===== src/rtl/rdc_pkg.sv =====
package rdc_pkg;

    localparam int NSRC = 9;
    localparam int NDOM = 4;

    // request bit positions
    localparam int SRC_POR  = 0;
    localparam int SRC_PIN  = 1;
    localparam int SRC_BOR  = 2;
    localparam int SRC_SWS  = 3;
    localparam int SRC_WDT  = 4;
    localparam int SRC_HIB  = 5;
    localparam int SRC_SVC  = 6;
    localparam int SRC_OSC  = 7;
    localparam int SRC_CORE = 8;

    // output domain bit positions
    localparam int DOM_CORE   = 0;
    localparam int DOM_PERIPH = 1;
    localparam int DOM_DBGPIN = 2;
    localparam int DOM_DBG    = 3;

    typedef logic [NDOM-1:0] dom_t;

    typedef enum logic [1:0] {
        CLS_NONE,
        CLS_CORE,
        CLS_SYS,
        CLS_FULL
    } cls_e;

    typedef enum logic [1:0] {
        ST_IDLE,
        ST_ASSERT,
        ST_STRETCH
    } st_e;

    function automatic dom_t cls_doms(cls_e c);
        dom_t d;
        case (c)
            CLS_FULL: d = 4'b1111;
            CLS_SYS:  d = 4'b0111;
            CLS_CORE: d = 4'b0001;
            default:  d = 4'b0000;
        endcase
        return d;
    endfunction

    function automatic cls_e decode_code(logic [1:0] code, cls_e dflt);
        cls_e c;
        case (code)
            2'b10:   c = CLS_SYS;
            2'b11:   c = CLS_FULL;
            default: c = dflt;
        endcase
        return c;
    endfunction

endpackage


===== src/rtl/rdc_sync.sv =====
module rdc_sync #(
    parameter int W = 9
) (
    input  logic         clk_i,
    input  logic         rst_ni,
    input  logic [W-1:0] d_i,
    output logic [W-1:0] q_o
);
    logic [W-1:0] stage1_q;
    logic [W-1:0] stage2_q;

    always_ff @(posedge clk_i or negedge rst_ni) begin
        if (!rst_ni) begin
            stage1_q <= '0;
            stage2_q <= '0;
        end else begin
            stage1_q <= d_i;
            stage2_q <= stage1_q;
        end
    end

    assign q_o = stage2_q;
endmodule


===== src/rtl/rdc_map.sv =====
module rdc_map
    import rdc_pkg::*;
(
    input  logic [NSRC-1:0] req_i,
    input  logic [7:0]      beh_i,
    output dom_t            dom_o
);
    cls_e cls [NSRC];

    always_comb begin
        cls[SRC_POR]  = CLS_FULL;
        cls[SRC_PIN]  = decode_code(beh_i[1:0], CLS_SYS);
        cls[SRC_BOR]  = decode_code(beh_i[3:2], CLS_FULL);
        cls[SRC_SWS]  = CLS_SYS;
        cls[SRC_WDT]  = decode_code(beh_i[7:6], CLS_SYS);
        cls[SRC_HIB]  = decode_code(beh_i[5:4], CLS_FULL);
        cls[SRC_SVC]  = CLS_SYS;
        cls[SRC_OSC]  = CLS_SYS;
        cls[SRC_CORE] = CLS_CORE;
    end

    always_comb begin
        dom_o = '0;
        for (int i = 0; i < NSRC; i++) begin
            if (req_i[i]) dom_o = dom_o | cls_doms(cls[i]);
        end
    end
endmodule


===== src/rtl/rdc_regs.sv =====
module rdc_regs
    import rdc_pkg::*;
#(
    parameter int ADDR_W = 4,
    parameter int DATA_W = 32
) (
    input  logic              clk_i,
    input  logic              rst_ni,
    input  logic              wr_en_i,
    input  logic [ADDR_W-1:0] addr_i,
    input  logic [DATA_W-1:0] wdata_i,
    input  logic [NSRC-1:0]   req_sync_i,
    input  logic              por_begin_i,
    output logic [DATA_W-1:0] rdata_o,
    output logic [NSRC-1:0]   cause_o,
    output logic [7:0]        beh_o
);
    localparam logic [ADDR_W-1:0] ADDR_CAUSE = ADDR_W'(0);
    localparam logic [ADDR_W-1:0] ADDR_BEH   = ADDR_W'(4);

    logic [NSRC-1:0] cause_q;
    logic [7:0]      beh_q;
    logic [NSRC-1:0] clr_mask;
    logic            unused_wbits;

    assign unused_wbits = ^wdata_i[DATA_W-1:NSRC];
    assign clr_mask = (wr_en_i && addr_i == ADDR_CAUSE) ? wdata_i[NSRC-1:0] : '0;

    always_ff @(posedge clk_i or negedge rst_ni) begin
        if (!rst_ni) begin
            cause_q <= '0;
            beh_q   <= '0;
        end else if (por_begin_i) begin
            cause_q <= req_sync_i;
            beh_q   <= '0;
        end else begin
            cause_q <= (cause_q & ~clr_mask) | req_sync_i;
            if (wr_en_i && addr_i == ADDR_BEH) beh_q <= wdata_i[7:0];
        end
    end

    always_comb begin
        rdata_o = '0;
        if (addr_i == ADDR_CAUSE)    rdata_o[NSRC-1:0] = cause_q;
        else if (addr_i == ADDR_BEH) rdata_o[7:0]      = beh_q;
    end

    assign cause_o = cause_q;
    assign beh_o   = beh_q;
endmodule


===== src/rtl/rdc_fsm.sv =====
module rdc_fsm
    import rdc_pkg::*;
#(
    parameter int MIN_HOLD = 16
) (
    input  logic clk_i,
    input  logic rst_ni,
    input  logic any_req_i,
    input  dom_t dom_now_i,
    output dom_t held_o,
    output logic por_begin_o
);
    localparam int CW = $clog2(MIN_HOLD + 1);
    localparam logic [CW-1:0] LOAD = CW'(MIN_HOLD - 1);

    st_e         state_q, state_d;
    logic [CW-1:0] cnt_q;
    dom_t        held_q;

    // next-state selection
    always_comb begin
        state_d = state_q;
        unique case (state_q)
            ST_IDLE:    if (any_req_i) state_d = ST_ASSERT;
            ST_ASSERT:  if (!any_req_i) state_d = ST_STRETCH;
            ST_STRETCH: begin
                if (any_req_i)       state_d = ST_ASSERT;
                else if (cnt_q == 0) state_d = ST_IDLE;
            end
            default:    state_d = ST_IDLE;
        endcase
    end

    // state register
    always_ff @(posedge clk_i or negedge rst_ni) begin
        if (!rst_ni) state_q <= ST_STRETCH;
        else         state_q <= state_d;
    end

    // held domain set and hold counter
    always_ff @(posedge clk_i or negedge rst_ni) begin
        if (!rst_ni) begin
            held_q <= '1;
            cnt_q  <= LOAD;
        end else begin
            unique case (state_d)
                ST_IDLE:    held_q <= '0;
                ST_ASSERT:  held_q <= held_q | dom_now_i;
                default:    held_q <= held_q;
            endcase
            if (state_d == ST_STRETCH && state_q != ST_STRETCH) cnt_q <= LOAD;
            else if (state_q == ST_STRETCH && cnt_q != 0)       cnt_q <= cnt_q - 1'b1;
        end
    end

    assign held_o      = held_q;
    assign por_begin_o = dom_now_i[DOM_DBG] && !held_q[DOM_DBG];
endmodule


===== src/rtl/rst_domain_ctrl.sv =====
module rst_domain_ctrl
    import rdc_pkg::*;
#(
    parameter int MIN_HOLD = 16,
    parameter int ADDR_W   = 4,
    parameter int DATA_W   = 32
) (
    input  logic              clk_i,
    input  logic              rst_ni,
    input  logic [8:0]        req_i,
    input  logic              wr_en_i,
    input  logic [ADDR_W-1:0] addr_i,
    input  logic [DATA_W-1:0] wdata_i,
    output logic [DATA_W-1:0] rdata_o,
    output logic              rst_core_o,
    output logic              rst_periph_o,
    output logic              rst_dbgpin_o,
    output logic              rst_dbg_o
);
    logic [NSRC-1:0] req_sync;
    logic [NSRC-1:0] cause_q;
    logic [7:0]      beh;
    dom_t            dom_now;
    dom_t            held;
    logic            por_begin;

    rdc_sync #(.W(NSRC)) u_sync (
        .clk_i (clk_i),
        .rst_ni(rst_ni),
        .d_i   (req_i),
        .q_o   (req_sync)
    );

    rdc_map u_map (
        .req_i(req_sync),
        .beh_i(beh),
        .dom_o(dom_now)
    );

    rdc_fsm #(.MIN_HOLD(MIN_HOLD)) u_fsm (
        .clk_i      (clk_i),
        .rst_ni     (rst_ni),
        .any_req_i  (|req_sync),
        .dom_now_i  (dom_now),
        .held_o     (held),
        .por_begin_o(por_begin)
    );

    rdc_regs #(.ADDR_W(ADDR_W), .DATA_W(DATA_W)) u_regs (
        .clk_i      (clk_i),
        .rst_ni     (rst_ni),
        .wr_en_i    (wr_en_i),
        .addr_i     (addr_i),
        .wdata_i    (wdata_i),
        .req_sync_i (req_sync),
        .por_begin_i(por_begin),
        .rdata_o    (rdata_o),
        .cause_o    (cause_q),
        .beh_o      (beh)
    );

    assign rst_core_o   = held[DOM_CORE];
    assign rst_periph_o = held[DOM_PERIPH];
    assign rst_dbgpin_o = held[DOM_DBGPIN];
    assign rst_dbg_o    = held[DOM_DBG];
endmodule


===== config.mk =====
export PLATFORM = sky130hd
export DESIGN_NAME = rst_domain_ctrl
export DESIGN_NICKNAME = d
export VERILOG_FILES = /design/src/rtl/rdc_pkg.sv /design/src/rtl/rdc_sync.sv /design/src/rtl/rdc_map.sv /design/src/rtl/rdc_regs.sv /design/src/rtl/rdc_fsm.sv /design/src/rtl/rst_domain_ctrl.sv
export SDC_FILE = /design/constraint.sdc
export NUM_CORES = 1
export LEC_CHECK = 0
export BUFFER_PORTS_ARGS = -buffer_cell sky130_fd_sc_hd__buf_2
export CORE_MARGIN = 2
export CORE_UTILIZATION = 30
export CTS_CLUSTER_DIAMETER = 150
export DETAILED_ROUTE_END_ITERATION = 7
export HOLD_SLACK_MARGIN = 0.06
export PLACE_DENSITY = 0.63
export SYNTH_ARGS = -nofsm -noshare
export SYNTH_HDL_FRONTEND = slang
export SYNTH_SLANG_ARGS = --single-unit

===== constraint.sdc =====
create_clock -name clk_i -period 1.7 [get_ports clk_i]
set_input_delay 0.085 -clock clk_i [delete_from_list [all_inputs] [get_ports clk_i]]
set_output_delay 0.085 -clock clk_i [all_outputs]
set_load 0.02 [all_outputs]

==> results of run 1 <==
-- what timing repair did --
action | CTS | global route
setup buffers | 0 | 2
hold buffers | 17 | 0
hold endpoints to repair | 28 | 0
endpoints found under the setup margin | 8 | 10
pin swaps | 4 | 5
resized for setup | 9 | 8
-- state kept, by name (all words and copies together), names as in the netlist --
register         count
u_fsm.cnt_q          5
u_regs.beh_o         8
u_sync.stage1_q      9
u_fsm.state_q        2
u_regs.cause_o       9
u_fsm.held_o         4
u_sync.q_o           9
-- cell type report --
type	count	area (um^2)
Fill cell	638	3976
Sequential cell	46	1162
Multi-Input combinational cell	127	813.3
Timing Repair Buffer	77	553.0
Tap cell	80	100.1
Clock buffer	6	82.58
Inverter	5	18.77
Clock inverter	2	12.51
-- cell usage in the layout, fill, tap and decap left out, types with 6 or more instances in the layout --
master         instances
conb_1                23
nand2_1               24
a31o_2                10
dfstp_2                9
buf_2                 37
a21oi_1               10
buf_4                 21
dfrtp_1               37
nand3_1               11
clkbuf_8               6
a22o_1                 9
dlygate4sd3_1         17
-- how the worst min path moves through the flow --
stage	start	to	slack (ns)	depth (start not counted)
final	wdata_i[5]	u_regs.beh_o[5]	0.09	3
after global routing	wdata_i[5]	u_regs.beh_o[5]	0.09	3
after CTS	wdata_i[5]	u_regs.beh_o[5]	0.08	3
after detailed placement	rst_ni	u_sync.stage1_q[8]	0.09	1
after global placement	rst_ni	u_sync.stage1_q[8]	0.09	1
after floorplan	rst_ni	u_fsm.cnt_q[4]	-0.21	0
-- power breakdown --
group	internal (mW)	switching, mW
registers	1.19	0.0610
clock network	0.327	0.354
logic	0.181	0.208
-- worst min-delay path, stage by stage --
cell     delay [ns]
buf_2          0.11
nand3_1        0.08
a21oi_1        0.07
-- metal layers --
metal / part of all wire / vias up / track usage
met5: 0 / - / 0
met4: 0.022 / 0 / 0.06108
met3: 0.045 / 9 / 0.02476
met2: 0.48 / 57 / 0.2096
met1: 0.45 / 759 / 0.1725
li1: - / 769 / -
-- logic make-up after synthesis --
family	after synthesis
AND/OR/NAND/NOR	54
AO/OA/AOI/OAI	48
flip-flops	46
buffers and inverters	33
adder cells (fa/ha/maj)	2
other	1
==> impl_metrics.csv, run 1 <==
group,metric,value,unit
outcome,status,"finished, violations left",
outcome,violations,"negative setup slack",
worst_setup_path,worst_ep_required_time,1.93,ns
synthesis,async_flop_share,1.000,
worst_setup_path,cp_num_cells,6,
grt,grt_antenna_before_repair,0,
synthesis,synth-seq-area-share,0.5651,
timing,fin_crit_sh,1.011,
worst_setup_path,critPathLaunchType,"register",
synthesis,synth.largest_area_cell,"dfrtp_1",
clock_tree,numCtsBuffers,5,
timing,fin_tns_setup,-0.02290,ns
drt,wirelength,4478,um
placed_design,portBuffers,37,
synthesis,ys_top_cells_by_area,"dfrtp_1 (45%), dfstp_2 (11%), buf_4 (8.4%)",
synthesis,synth_top_area_frac,0.4501,
synthesis,synth_adder_area_share,0.01217,
synthesis,synth_area,2057,um^2
placed_design,placed_area,2414,um^2
timing,finalHoldViolations,0,
timing,finClkSkew,0.005150,ns
synthesis,synth_commonest_cells,"dfrtp_1 (37), nand2_1 (24), buf_4 (23), a21oi_1 (13), nand3_1 (12)",
synthesis,synth_xor_area_frac,0,
drt,avgRoutedWirePerCell,13.06,um
timing,rsz0062_at_grt,"yes",
worst_setup_path,cp-endpoint,"u_fsm.held_o[3]",
placed_design,placed_cells,316,
drt,drt_iter0_drc,69,
pwr,vdd_drop_max,0.5350,mV
layout,areaGrowthSynthToFinish,33.33,%
synthesis,ys.flop_type,"dfrtp_1",
synthesis,ys_seq_elements,46,
pwr,p_leak,1.209,nW
worst_setup_path,timing.rr.start,"u_fsm.cnt_q[1]",
layout,nets,312,
worst_setup_path,path_cells,"inv_2, ha_2, or4b_4, a21o_1, o31ai_2, o21ba_1",
grt,grt_pass1_wl,7638,um
floorplan,rows,30,
drt,vias,1594,
floorplan,io-pin-count,84,
worst_setup_path,critPathArrivalTime,1.95,ns
min_path,hp-class,"input port to register",
floorplan,die_h,86.81,um
drt,drtPass1Iterations,4,
grt,grt_max_degree,26,
worst_setup_path,worstSetupPathType,"register to register",
timing,worst_slack,-0.01865,ns
drt,vias_per_cell,4.647,
layout,stdcell_count,343,
clock_tree,clock-sinks,46,
worst_setup_path,critPathSlowestCell,"or4b_4",
worst_setup_path,end_kind,"register",
worst_setup_path,worstPathMaxFanout,4,
floorplan,die_width,86.81,um
clock_tree,clk_pin_slew,0.08,ns
synthesis,synth.area.mux_share,0,
timing,fmax,581.9,MHz
clock_tree,cts-root-buf,"clkbuf_8",
drt,ant_nets,0,
synthesis,synthSimpleGateAreaFrac,0.1436,
placed_design,dp_slack,-0.1033,ns
worst_setup_path,critPathMaxStageDelay,0.47,ns
synthesis,synth_compound_area_frac,0.1740,
worst_setup_path,reg2regPathDepth,6,
worst_setup_path,r2r_slack,-0.02,ns
timing,min_period,1.719,ns
grt,overflow,0,
pwr,power.density,844.5,nW/um^2
layout,layout-drive-gt1-share,0.3992,
layout,n_antenna_cell,0,
floorplan,dieArea,7535,um^2
worst_setup_path,critPathBufInv,1,
timing,max-slew-margin-rel,0.6647,
floorplan,core_area,6719,um^2
placed_design,dp_hpwl,3096,um
worst_setup_path,critPathLaunch,"u_fsm.cnt_q[1]",
flow_run,maxCapViolations,0,
synthesis,synth_enable_flop_cells,0,
layout,fin_util,0.4082,
worst_setup_path,rr_endpoint,"u_fsm.held_o[3]",
pwr,totalPowerFinal,2.316,mW
timing,setup_viol,2,
synthesis,synth_top_family_by_area,"compound AO/OA/AOI/OAI gates",
clock_tree,clk_path_buf_depth,2,
drt,drc,0,
synthesis,avgSynthCellArea,11.18,um^2
synthesis,ys_types,36,
synthesis,netlist_instances,184,
timing,fin_hold_ws,0.08682,ns
timing,slew_violations,0,
grt,grt_pass1_vias,1564,
clock_tree,htree_levels,2,
layout,design_area,2743,um^2
synthesis,ys_warn_count,0,
floorplan,start_util,0.3061,
clock_tree,clk_latency,0.30,ns
placed_design,gp_congestion,0.8653,
timing,tightest_slew,0.5030,ns
clock_tree,tritoncts,"built",
worst_setup_path,crit_family,"compound AO/OA/AOI/OAI gates",
synthesis,synth.most_common_cell,"dfrtp_1",
grt,grt_use_total,0.1315,
Note: power is estimated with default switching activity, not from simulation.
==> run 2, diff against run 1 <==
--- a/config.mk
+++ b/config.mk
@@ -7,11 +7,11 @@
 export LEC_CHECK = 0
 export BUFFER_PORTS_ARGS = -buffer_cell sky130_fd_sc_hd__buf_2
 export CORE_MARGIN = 2
-export CORE_UTILIZATION = 30
+export CORE_UTILIZATION = 43
 export CTS_CLUSTER_DIAMETER = 150
 export DETAILED_ROUTE_END_ITERATION = 7
 export HOLD_SLACK_MARGIN = 0.06
-export PLACE_DENSITY = 0.63
+export PLACE_DENSITY = 0.87
 export SYNTH_ARGS = -nofsm -noshare
 export SYNTH_HDL_FRONTEND = slang
 export SYNTH_SLANG_ARGS = --single-unit
==> run 2 against run 1 <==
Net effect:
- the run still ends with negative setup slack left
- critical path depth is 2 lower
- hold slack got worse by 0.0033 ns
- utilization grew 15 points
- register-to-register slack got worse by 0.04 ns
- final cell count down 9.3%
- non-clock buffer count fell by 6
- design area fell by 4.9%
- fmax down 2.1%
- total power shrank 1.0%
- global-route usage up 4.4 points
- critical path type unchanged
- critical endpoint is now u_fsm.cnt_q[4]
- largest power group unchanged
==> impl_metrics.csv, run 2 (synthesized netlist as in run 1, its figures left out) <==
group,metric,value,unit
outcome,status,"finished, violations left",
outcome,violations,"negative setup slack",
worst_setup_path,end_kind,"register",
layout,n_antenna_cell,0,
clock_tree,cts-root-buf,"clkbuf_8",
drt,drc,0,
floorplan,die_h,73.17,um
drt,vias,1608,
worst_setup_path,worst_ep_required_time,1.89,ns
drt,wirelength,4254,um
layout,design_area,2609,um^2
grt,grt_pass1_vias,1595,
grt,grt_use_total,0.1754,
clock_tree,clk_pin_slew,0.09,ns
layout,layout-drive-gt1-share,0.3619,
grt,grt_antenna_before_repair,0,
drt,drtPass1Iterations,4,
floorplan,rows,25,
clock_tree,clock-sinks,46,
pwr,totalPowerFinal,2.292,mW
placed_design,gp_congestion,0.7975,
placed_design,dp_slack,-0.1142,ns
floorplan,die_width,73.17,um
timing,slew_violations,0,
timing,rsz0062_at_grt,"yes",
floorplan,dieArea,5353,um^2
floorplan,start_util,0.4413,
flow_run,maxCapViolations,0,
placed_design,placed_area,2303,um^2
timing,fin_crit_sh,1.033,
timing,min_period,1.755,ns
grt,overflow,0,
timing,worst_slack,-0.05535,ns
layout,areaGrowthSynthToFinish,26.82,%
drt,ant_nets,0,
clock_tree,clk_path_buf_depth,2,
layout,layout_common_cells,"buf_2 (37), dfrtp_1 (37), nand2_1 (24), conb_1 (23), buf_4 (18)",
placed_design,portBuffers,37,
clock_tree,htree_levels,2,
min_path,hp-class,"input port to register",
timing,fmax,569.7,MHz
pwr,vdd_drop_max,0.4722,mV
timing,finClkSkew,0.01576,ns
timing,fin_tns_setup,-0.09661,ns
worst_setup_path,worstPathMaxFanout,4,
floorplan,io-pin-count,84,
pwr,p_leak,1.170,nW
grt,grt_max_degree,47,
worst_setup_path,critPathLaunchType,"register",
layout,nets,306,
timing,setup_viol,2,
clock_tree,numCtsBuffers,5,
drt,drt_iter0_drc,82,
clock_tree,tritoncts,"built",
clock_tree,clk_latency,0.30,ns
timing,finalHoldViolations,0,
worst_setup_path,critPathArrivalTime,1.94,ns
worst_setup_path,worstSetupPathType,"register to register",
timing,tightest_slew,0.7898,ns
placed_design,dp_hpwl,2919,um
drt,avgRoutedWirePerCell,13.68,um
floorplan,core_area,4661,um^2
grt,grt_pass1_wl,7072,um
pwr,power.density,878.6,nW/um^2
drt,vias_per_cell,5.170,
timing,max-slew-margin-rel,0.4665,
[run 2: cell types whose count changed in the layout (fill, tap and decap cells not counted), moves of 2 or more]
cell,before,now
a21oi_1,10,13
clkbuf_1,0,2
buf_12,2,0
a21oi_2,3,0
buf_4,21,18
[run 2: final timing paths]
kind / cells past startpoint / slack, ns / from / to
hold / removal: 3 / 0.08 / wdata_i[1] / u_regs.beh_o[1]
min in group asynchronous: 3 / 0.38 / rst_ni / u_regs.beh_o[3]
max in group asynchronous: 3 / 0.93 / rst_ni / u_sync.q_o[1]
setup / recovery: 4 / -0.06 / u_sync.q_o[7] / u_fsm.cnt_q[4]
setup reg to reg: 4 / -0.06 / u_sync.q_o[7] / u_fsm.cnt_q[4]
hold reg to reg: 0 / 0.33 / u_sync.stage1_q[4] / u_sync.q_o[4]
[run 2: worst max-delay path, stage by stage, from the launching register on]
cell and delay, ns:
dfrtp_1 0.39, or4_4 0.55, o41ai_4 0.40, o21ai_1 0.12, a22o_1 0.19
[run 2: final cells by class]
class                           count  area (um^2)
Timing Repair Buffer               71        480.5
Sequential cell                    46         1162
Clock buffer                        8        90.09
Tap cell                           54        67.56
Fill cell                         393         2052
Multi-Input combinational cell    127        789.5
Inverter                            5        18.77
[run 2: power by group]
part / total (mW) / internal (mW) / switching, mW
Clock: 0.670 / 0.332 / 0.339
Combinational: 0.373 / 0.173 / 0.200
Sequential: 1.25 / 1.19 / 0.0621
[run 2: stage by stage]
step	utilization	hold WS, ns	std cells
2_1_floorplan	-	-0.2106	206
3_3_place_gp	0.4942	0.1950	283
3_5_place_dp	0.4942	0.1943	283
4_1_cts	0.5530	0.07258	309
5_1_grt	0.5597	0.08096	311
6_report	0.5597	0.08354	311
[run 2: timing repair]
item                                    CTS  global route
hold buffers                             16             0
buffers inserted                          2             2
gates resized for setup                   2             8
pin swaps                                 2             4
endpoints found under the hold margin    52             0
cloned                                    0             0
endpoints found under the setup margin    8            10
[run 2: per-layer routing]
layer  wire, um  vias to the layer above  track usage
li1           -                      758            -
met1       1707                      760       0.2111
met2       2076                       74       0.2803
met3        304                       16      0.04558
met4        165                        0       0.1070
met5          0                        -            0
==> run 3, diff against run 2 <==
--- a/config.mk
+++ b/config.mk
@@ -7,11 +7,11 @@
 export LEC_CHECK = 0
 export BUFFER_PORTS_ARGS = -buffer_cell sky130_fd_sc_hd__buf_2
 export CORE_MARGIN = 2
-export CORE_UTILIZATION = 43
+export CORE_UTILIZATION = 48
 export CTS_CLUSTER_DIAMETER = 150
 export DETAILED_ROUTE_END_ITERATION = 7
 export HOLD_SLACK_MARGIN = 0.06
-export PLACE_DENSITY = 0.87
+export PLACE_DENSITY = 0.92
 export SYNTH_ARGS = -nofsm -noshare
 export SYNTH_HDL_FRONTEND = slang
 export SYNTH_SLANG_ARGS = --single-unit
==> constraint.sdc (replaced) <==
create_clock -name clk_i -period 1.75 [get_ports clk_i]
set_input_delay 0.0875 -clock clk_i [delete_from_list [all_inputs] [get_ports clk_i]]
set_output_delay 0.0875 -clock clk_i [all_outputs]
set_load 0.02 [all_outputs]
==> run 3 against run 2 <==
Net effect:
- the run now ends clean
- clock power is 7.0% higher
- hold slack worse by 0.015 ns
- sequential cell count did not move
- sequential power down 3%
- die area decreased by 9.9%
- design area is essentially flat
- worst setup slack improved by 0.064 ns
- final cell count down 1.9%
- largest cell class unchanged
- highest routed layer unchanged
==> impl_metrics.csv, run 3 (synthesized netlist as in run 1, its figures left out) <==
group,metric,value,unit
clock_tree,clk_latency,0.29,ns
grt,grt_use_total,0.1778,
worst_setup_path,worst_ep_required_time,1.97,ns
layout,n_antenna_cell,0,
layout,nets,304,
placed_design,gp_congestion,0.8240,
grt,grt_antenna_before_repair,0,
floorplan,die_h,69.46,um
timing,rsz0062_at_grt,"yes",
grt,overflow,0,
worst_setup_path,crit_top_cell,"a21oi_1",
worst_setup_path,reg2regPathDepth,5,
grt,grt_util_met1,0.2337,
pwr,power.density,868.5,nW/um^2
timing,tightest_slew,0.5396,ns
layout,fin_util,0.6435,
outcome,status,"complete, no violations",
clock_tree,clk_pin_slew,0.07,ns
clock_tree,cts-root-buf,"clkbuf_8",
drt,wirelength,4198,um
flow_run,maxCapViolations,0,
worst_setup_path,worstPathMaxFanout,3,
floorplan,io-pin-count,84,
layout,layout-drive-gt1-share,0.3569,
drt,vias,1582,
grt,grt_most_used_layer,"met2",
clock_tree,clk_path_buf_depth,2,
pwr,vdd_drop_max,0.6320,mV
worst_setup_path,critPathSlowestCell,"or4_4",
floorplan,start_util,0.5069,
timing,finalHoldViolations,0,
placed_design,dp_slack,-0.02125,ns
worst_setup_path,critPathArrivalTime,1.96,ns
placed_design,placed_area,2303,um^2
pwr,p_leak,1.173,nW
layout,design_area,2611,um^2
clock_tree,tritoncts,"built",
grt,met3_usage,0.03488,
layout,areaGrowthSynthToFinish,26.95,%
timing,fin_crit_sh,0.9951,
grt,grt_pass1_wl,6796,um
clock_tree,clock-sinks,46,
floorplan,core_area,4058,um^2
timing,max-slew-margin-rel,0.6403,
worst_setup_path,end_kind,"register",
placed_design,portBuffers,37,
layout,layout_common_cells,"buf_2 (37), dfrtp_1 (37), nand2_1 (24), conb_1 (23), dlygate4sd3_1 (16)",
drt,drtPass1Iterations,4,
clock_tree,htree_levels,2,
drt,drc,0,
floorplan,die_width,69.46,um
grt,grt_pass1_vias,1505,
floorplan,dieArea,4825,um^2
clock_tree,numCtsBuffers,5,
drt,vias_per_cell,5.187,
floorplan,rows,23,
timing,worst_slack,0.008544,ns
placed_design,dp_hpwl,2806,um
grt,grt_max_degree,47,
worst_setup_path,path_cells,"or4_4, o41ai_4, buf_4, a21oi_1, a21oi_1",
drt,avgRoutedWirePerCell,13.76,um
min_path,hp-class,"input port to register",
drt,ant_nets,0,
timing,fmax,574.2,MHz
grt,met2_usage,0.2842,
layout,stdcell_count,305,
timing,min_period,1.741,ns
timing,finClkSkew,0.01029,ns
timing,setup_viol,0,
worst_setup_path,critPathLaunchType,"register",
worst_setup_path,critPathMaxStageDelay,0.57,ns
placed_design,placed_cells,278,
worst_setup_path,worstSetupPathType,"register to register",
timing,slew_violations,0,
min_path,hold_depth,3,
drt,drt_iter0_drc,142,
[run 3: changes by cell type in the layout (fill, tap and decap cells not counted), moves of 2 or more]
cell,previous run,this run
buf_4,18,15
clkbuf_1,2,0
clkbuf_8,6,8
o21ai_0,4,6
[run 3: power by group]
part | internal, mW | total, mW | switching (mW)
registers | 1.15 | 1.21 | 0.0599
logic | 0.151 | 0.338 | 0.187
clock network | 0.398 | 0.717 | 0.319
[run 3: metrics by stage]
| step | hold slack (ns) | setup TNS, ns | power [mW] |
|---|---|---|---|
| CTS | 0.06094 | 0 | 2.274 |
| floorplan | -0.2081 | 0 | 1.432 |
| detailed placement | 0.1948 | -0.04273 | 1.519 |
| finish | 0.06903 | 0 | 2.268 |
| global route | 0.07421 | -0.1479 | 2.371 |
| global placement | 0.1931 | -0.003130 | 1.503 |
[run 3: critical path: cells and delay by family (launching register included)]
family,cells,cell delay (ns)
simple gates,1,0.57
buf+inv,1,0.19
compound gates,3,0.53
flops,1,0.38
[run 3: per-layer routing]
metal | up-vias | wire length (um)
met5 | - | 0
met4 | 0 | 55
met3 | 4 | 375
met2 | 80 | 2070
met1 | 747 | 1697
li1 | 751 | -
[run 3: area by class of cell]
type | count | area [um^2]
sequential | 46 | 1162
timing repair buffer | 69 | 478.0
tap | 50 | 62.56
multi-input combinational | 127 | 779.5
fill | 315 | 1446
clock buffer | 8 | 110.1
inverter | 5 | 18.77
[run 3: what timing repair did]
action,in CTS,in global routing
hold buffers,15,1
endpoints found under the hold margin,51,1
setup endpoints to repair,8,7
setup buffers,2,1
pin swaps,3,5
gates resized for setup,2,4
[run 3: final timing paths]
path | startpoint | end | slack (ns)
worst max-delay path | u_sync.q_o[7] | u_fsm.cnt_q[1] | 0.009
worst min-delay path | wdata_i[0] | u_regs.beh_o[0] | 0.07
worst max register to register | u_sync.q_o[7] | u_fsm.cnt_q[1] | 0.009
worst min register to register | u_sync.stage1_q[8] | u_sync.q_o[8] | 0.35
max in group asynchronous | rst_ni | u_sync.stage1_q[3] | 0.98
min in group asynchronous | rst_ni | u_fsm.cnt_q[4] | 0.39
